### src/rtl/pdu_pkg.sv
package pdu_pkg;
  localparam int NREGS = 4;
  localparam int RW    = $clog2(NREGS);
  localparam int NSRC  = 2;
  localparam int NPORT = 2;
  localparam int CW    = 2;

  typedef enum logic [CW-1:0] {
    CLS_ALU    = 2'd0,
    CLS_BRANCH = 2'd1,
    CLS_MEM    = 2'd2,
    CLS_SYS    = 2'd3
  } cls_e;

  typedef struct packed {
    logic                      vld;
    cls_e                      cls;
    logic [NSRC-1:0][RW-1:0]   src;
    logic [RW-1:0]             dst;
  } ins_t;
endpackage

### src/rtl/pdu_hazard.sv
module pdu_hazard
  import pdu_pkg::*;
(
  input  ins_t older,
  input  ins_t younger,
  output logic pair_ok
);
  logic [NSRC-1:0] raw_hit;
  logic            waw_hit;
  logic            both_alu;

  for (genvar s = 0; s < NSRC; s++) begin : g_raw
    assign raw_hit[s] = (younger.src[s] == older.dst);
  end

  assign waw_hit  = (younger.dst == older.dst);
  assign both_alu = (older.cls == CLS_ALU) && (younger.cls == CLS_ALU);
  assign pair_ok  = both_alu && !(|raw_hit) && !waw_hit;
endmodule

### src/rtl/pdu_steer.sv
module pdu_steer
  import pdu_pkg::*;
(
  input  logic                  split_pend,
  input  ins_t                  held,
  input  ins_t                  older,
  input  ins_t                  younger,
  input  logic                  pair_ok,
  output ins_t [NPORT-1:0]      port,
  output logic                  squash,
  output logic                  start_split,
  output logic                  ready
);
  always_comb begin
    port        = '0;
    squash      = 1'b0;
    start_split = 1'b0;
    if (split_pend) begin
      port[0] = held;
    end else if (older.vld) begin
      port[0] = older;
      if (older.cls == CLS_BRANCH) begin
        squash = younger.vld;
      end else if (younger.vld) begin
        if (pair_ok) port[1] = younger;
        else         start_split = 1'b1;
      end
    end else if (younger.vld) begin
      port[0] = younger;
    end
    ready = !start_split;
  end
endmodule

### src/rtl/pdu_split_ctl.sv
module pdu_split_ctl
  import pdu_pkg::*;
(
  input  logic clk,
  input  logic rst,
  input  logic start_split,
  input  ins_t younger,
  output logic split_pend,
  output ins_t held
);
  always_ff @(posedge clk) begin
    if (rst) begin
      split_pend <= 1'b0;
      held       <= '0;
    end else begin
      split_pend <= start_split;
      if (start_split) held <= younger;
    end
  end
endmodule

### src/rtl/pdu_issue_reg.sv
module pdu_issue_reg
  import pdu_pkg::*;
(
  input  logic             clk,
  input  logic             rst,
  input  ins_t [NPORT-1:0] d_port,
  input  logic             d_squash,
  output ins_t [NPORT-1:0] q_port,
  output logic             q_squash
);
  for (genvar p = 0; p < NPORT; p++) begin : g_port
    always_ff @(posedge clk) begin
      if (rst) q_port[p] <= '0;
      else     q_port[p] <= d_port[p];
    end
  end

  always_ff @(posedge clk) begin
    if (rst) q_squash <= 1'b0;
    else     q_squash <= d_squash;
  end
endmodule

### src/rtl/pair_dispatch.sv
module pair_dispatch
  import pdu_pkg::*;
(
  input  logic          clk,
  input  logic          rst,
  input  logic          old_vld,
  input  logic [CW-1:0] old_cls,
  input  logic [RW-1:0] old_src_a,
  input  logic [RW-1:0] old_src_b,
  input  logic [RW-1:0] old_dst,
  input  logic          yng_vld,
  input  logic [CW-1:0] yng_cls,
  input  logic [RW-1:0] yng_src_a,
  input  logic [RW-1:0] yng_src_b,
  input  logic [RW-1:0] yng_dst,
  output logic          dec_ready,
  output logic          iss0_vld,
  output logic [CW-1:0] iss0_cls,
  output logic [RW-1:0] iss0_src_a,
  output logic [RW-1:0] iss0_src_b,
  output logic [RW-1:0] iss0_dst,
  output logic          iss1_vld,
  output logic [CW-1:0] iss1_cls,
  output logic [RW-1:0] iss1_src_a,
  output logic [RW-1:0] iss1_src_b,
  output logic [RW-1:0] iss1_dst,
  output logic          yng_squash
);
  ins_t             older, younger, held;
  ins_t [NPORT-1:0] nxt_port, cur_port;
  logic             pair_ok, split_pend, start_split, nxt_squash;

  always_comb begin
    older.vld      = old_vld;
    older.cls      = cls_e'(old_cls);
    older.src[0]   = old_src_a;
    older.src[1]   = old_src_b;
    older.dst      = old_dst;
    younger.vld    = yng_vld;
    younger.cls    = cls_e'(yng_cls);
    younger.src[0] = yng_src_a;
    younger.src[1] = yng_src_b;
    younger.dst    = yng_dst;
  end

  pdu_hazard u_hazard (
    .older   (older),
    .younger (younger),
    .pair_ok (pair_ok)
  );

  pdu_steer u_steer (
    .split_pend  (split_pend),
    .held        (held),
    .older       (older),
    .younger     (younger),
    .pair_ok     (pair_ok),
    .port        (nxt_port),
    .squash      (nxt_squash),
    .start_split (start_split),
    .ready       (dec_ready)
  );

  pdu_split_ctl u_split (
    .clk         (clk),
    .rst         (rst),
    .start_split (start_split),
    .younger     (younger),
    .split_pend  (split_pend),
    .held        (held)
  );

  pdu_issue_reg u_oreg (
    .clk      (clk),
    .rst      (rst),
    .d_port   (nxt_port),
    .d_squash (nxt_squash),
    .q_port   (cur_port),
    .q_squash (yng_squash)
  );

  assign iss0_vld   = cur_port[0].vld;
  assign iss0_cls   = cur_port[0].cls;
  assign iss0_src_a = cur_port[0].src[0];
  assign iss0_src_b = cur_port[0].src[1];
  assign iss0_dst   = cur_port[0].dst;
  assign iss1_vld   = cur_port[1].vld;
  assign iss1_cls   = cur_port[1].cls;
  assign iss1_src_a = cur_port[1].src[0];
  assign iss1_src_b = cur_port[1].src[1];
  assign iss1_dst   = cur_port[1].dst;
endmodule

### config.mk
export PLATFORM = sky130hd
export DESIGN_NAME = pair_dispatch
export DESIGN_NICKNAME = d
export VERILOG_FILES = /design/src/rtl/pdu_pkg.sv /design/src/rtl/pdu_hazard.sv /design/src/rtl/pdu_steer.sv /design/src/rtl/pdu_split_ctl.sv /design/src/rtl/pdu_issue_reg.sv /design/src/rtl/pair_dispatch.sv
export SDC_FILE = /design/constraint.sdc
export NUM_CORES = 1
export LEC_CHECK = 0
export ABC_AREA = 1
export BUFFER_PORTS_ARGS = -buffer_cell sky130_fd_sc_hd__buf_2
export CORE_ASPECT_RATIO = 0.9
export CORE_MARGIN = 5
export CORE_UTILIZATION = 50
export DETAILED_ROUTE_END_ITERATION = 8
export PLACE_DENSITY_LB_ADDON = 0.2
export REMOVE_ABC_BUFFERS = 1
export SLEW_MARGIN = 5
export SYNTH_ARGS = -nofsm -noshare
export SYNTH_HDL_FRONTEND = slang
export SYNTH_HIERARCHICAL = 1
export SYNTH_SLANG_ARGS = --single-unit
### constraint.sdc
create_clock -name clk -period 1.32 [get_ports clk]
set_input_delay 0.198 -clock clk [delete_from_list [all_inputs] [get_ports clk]]
set_output_delay 0.198 -clock clk [all_outputs]
set_load 0.05 [all_outputs]
==> results.sh <==
export IMPL_rr_startpoint="u_split/split_pend"
export IMPL_synth_simple_area_share_pct=34.6
export IMPL_synthTopCellsByArea="dfxtp_1 39%, nor2_1 13%, inv_1 12%, nand2_1 11%, a21oi_1 5.4%"
export IMPL_drive_above_1_share_pct=32.6
export IMPL_ant_nets=0
export IMPL_place_congestion=0.822
export IMPL_drt_iter0_markers=31
export IMPL_mostFrequentLayoutCell="nor2_1"
export IMPL_antenna_cells=0
export IMPL_cellLeakagePower_nw=1.04
export IMPL_required_ns=1.12
export IMPL_initial_core_util_pct=52.7
export IMPL_drc=0
export IMPL_place_inst=310
export IMPL_synth_mux_area_share_pct=0
export IMPL_postCtsHoldBufs=0
export IMPL_synth_xor_area_share_pct=0.595
export IMPL_cts_tree="yes"
export IMPL_startpoint="u_split/split_pend"
export IMPL_synth_adder_area_share_pct=0
export IMPL_worst_pin_slew_ns=0.268
export IMPL_setup_viol=0
export IMPL_cap_violations=0
export IMPL_antenna_found_initial=0
export IMPL_finalMaxSlewViolations=0
export IMPL_timing_slew_headroom_pct=82.1
export IMPL_first_pass_iters=4
export IMPL_dp_hpwl_mm=2.44
export IMPL_port_buffers=39
export IMPL_instances_no_fill=322
export IMPL_timing_final_crit_share_pct=99.3
export IMPL_cts_root_buf="clkbuf_4"
export IMPL_syn_area_sq_mm=0.00147
export IMPL_rsz0062_at_grt="true"
export IMPL_reg2reg_depth=7
export IMPL_numCtsBuffers=5
export IMPL_wl_per_cell_microns=10.0
export IMPL_seq_area_frac_synth_pct=39.5
export IMPL_yosysUniqueCellTypes=21
export IMPL_crit_path_end="dec_ready"
export IMPL_synth_top_family_by_area="simple AND/OR/NAND/NOR gates"
export IMPL_viasPerCell=4.37
export IMPL_hold_path_class="in -> reg"
export IMPL_r2r_setup_slack_ns=0.19
export IMPL_grt_max_degree=21
export IMPL_finalSetupTns_ns=0
export IMPL_vias=1407
export IMPL_fin_crit_ns=1.31
export IMPL_power_density_mw_per_mm2=955
export IMPL_synth_compound_gate_area_share_pct=5.78
export IMPL_cp_arrival_ns=1.11
export IMPL_r2r_end="u_split/held[6]"
export IMPL_synth_top_area_cell="dfxtp_1"
export IMPL_clock_skew_ns=0.0155
export IMPL_clock_path_buffers=2
export IMPL_core_sq_mm=0.00279
export IMPL_yosysTopAreaCellShare_pct=39.5
export IMPL_grt_pass1_vias=1270
export IMPL_hold_viol_final=0
export IMPL_syn2layout_area_growth_pct=30.0
export IMPL_p_total_mw=1.83
export IMPL_yosys_warnings=6
export IMPL_dieHeight_microns=61.5
export IMPL_start_kind="flip-flop"
export IMPL_io_pins=40
export IMPL_die_w_microns=67.2
export IMPL_ir_drop_v=0.000621
export IMPL_status="finished, final reports clean"
export IMPL_synth_avg_cell_area_sq_um=6.75
export IMPL_worstSkewPairLatency_ns=0.32
export IMPL_final_nets=301
export IMPL_worst_path_max_fanout=2
export IMPL_wirelength_mm=3.24
export IMPL_grt_overflow=0
export IMPL_track_usage_pct=17.6
export IMPL_syn_inst=218
export IMPL_finish_utilization_pct=68.5
export IMPL_final_cell_mix="48 x nor2_1, 43 x inv_1, 41 x nand2_1"
export IMPL_max_freq_ghz=0.763
export IMPL_clock_sinks=29
export IMPL_grt_pass1_wl_mm=5.37
export IMPL_path_class="reg -> out"
export IMPL_clk_pin_slew_ns=0.09
export IMPL_ys_ff_latch=29
export IMPL_die_area_sq_mm=0.00413
export IMPL_core_rowCount=18
export IMPL_htree_levels=2
export IMPL_cp_end_kind="output port"
## cell type report
class	count	area (sq um)
well taps	40	50.0
multi-input cells	131	633
fillers	259	880
clock buffers	8	48.8
flip-flops and latches	29	584
inverters	50	195
repair buffers	64	402
## what timing repair did
action | CTS | global route
buffers inserted | 3 | 1
pin swaps | 4 | 3
resized for setup | 10 | 10
endpoints found under the setup margin | 1 | 10
## worst min path at each step
stage                          from            endpoint  slack, ns  depth (start not counted)
finish                   old_dst[0]    u_oreg/q_port[0]       0.29                          5
global route             old_dst[0]    u_oreg/q_port[0]       0.31                          5
CTS                             rst  u_split/split_pend       0.29                          3
detailed placement  u_split/held[6]     u_split/held[6]       0.47                          2
global placement    u_split/held[4]     u_split/held[4]       0.46                          2
floorplan                       rst   u_oreg/q_port[10]       0.27                          1
## cell usage after synthesis
master / number
a21oi_1: 16
and2_0: 1
buf_12: 1
buf_2: 1
buf_4: 1
buf_6: 4
buf_8: 1
clkinv_1: 1
dfxtp_1: 29
inv_1: 46
inv_2: 2
inv_8: 1
nand2_1: 42
nand2_2: 1
nand3_1: 8
nand3_4: 1
nor2_1: 52
nor3_2: 7
nor3_4: 1
o21ai_0: 1
xnor2_1: 1
## logic make-up after synthesis
kind of cell / Yosys count
xor gates and xnor gates: 1
AOI/OAI and AO/OA: 17
and+or+nand+nor: 113
DFF: 29
buffers and inverters: 58
## sequential cells by signal, indices dropped and copies added, names as in the netlist
name / flops
u_oreg/q_port: 18
u_split/held: 9
u_oreg/q_squash: 1
u_split/split_pend: 1
## worst max-delay path, stage by stage (launching register included)
cell     delay, ns
dfxtp_4       0.38
inv_8         0.05
nand3_4       0.07
nor2_4        0.10
inv_2         0.05
buf_8         0.14
## report_power, final
part           switching [mW]  internal, mW  total, mW
Clock                   0.275         0.212      0.487
Combinational           0.261         0.152      0.412
Sequential             0.0144         0.913      0.927
## stage by stage
step / setup WS [ns] / hold WS (ns) / area (sq um)
floorplan: -0.686 / 0.269 / 1380
global placement: -0.0991 / 0.462 / 1780
detailed placement: -0.124 / 0.465 / 1780
CTS: 0.0106 / 0.285 / 1880
global route: -0.0373 / 0.306 / 1910
finish: 0.00918 / 0.287 / 1910
## metal layers
layer	track usage [%]	part of all wire, %
met1	21.3	45
met2	29.3	46
met3	6.02	8.3
met4	6.07	0.80
met5	0	0
No activity file was read; power rests on OpenSTA's default activity.
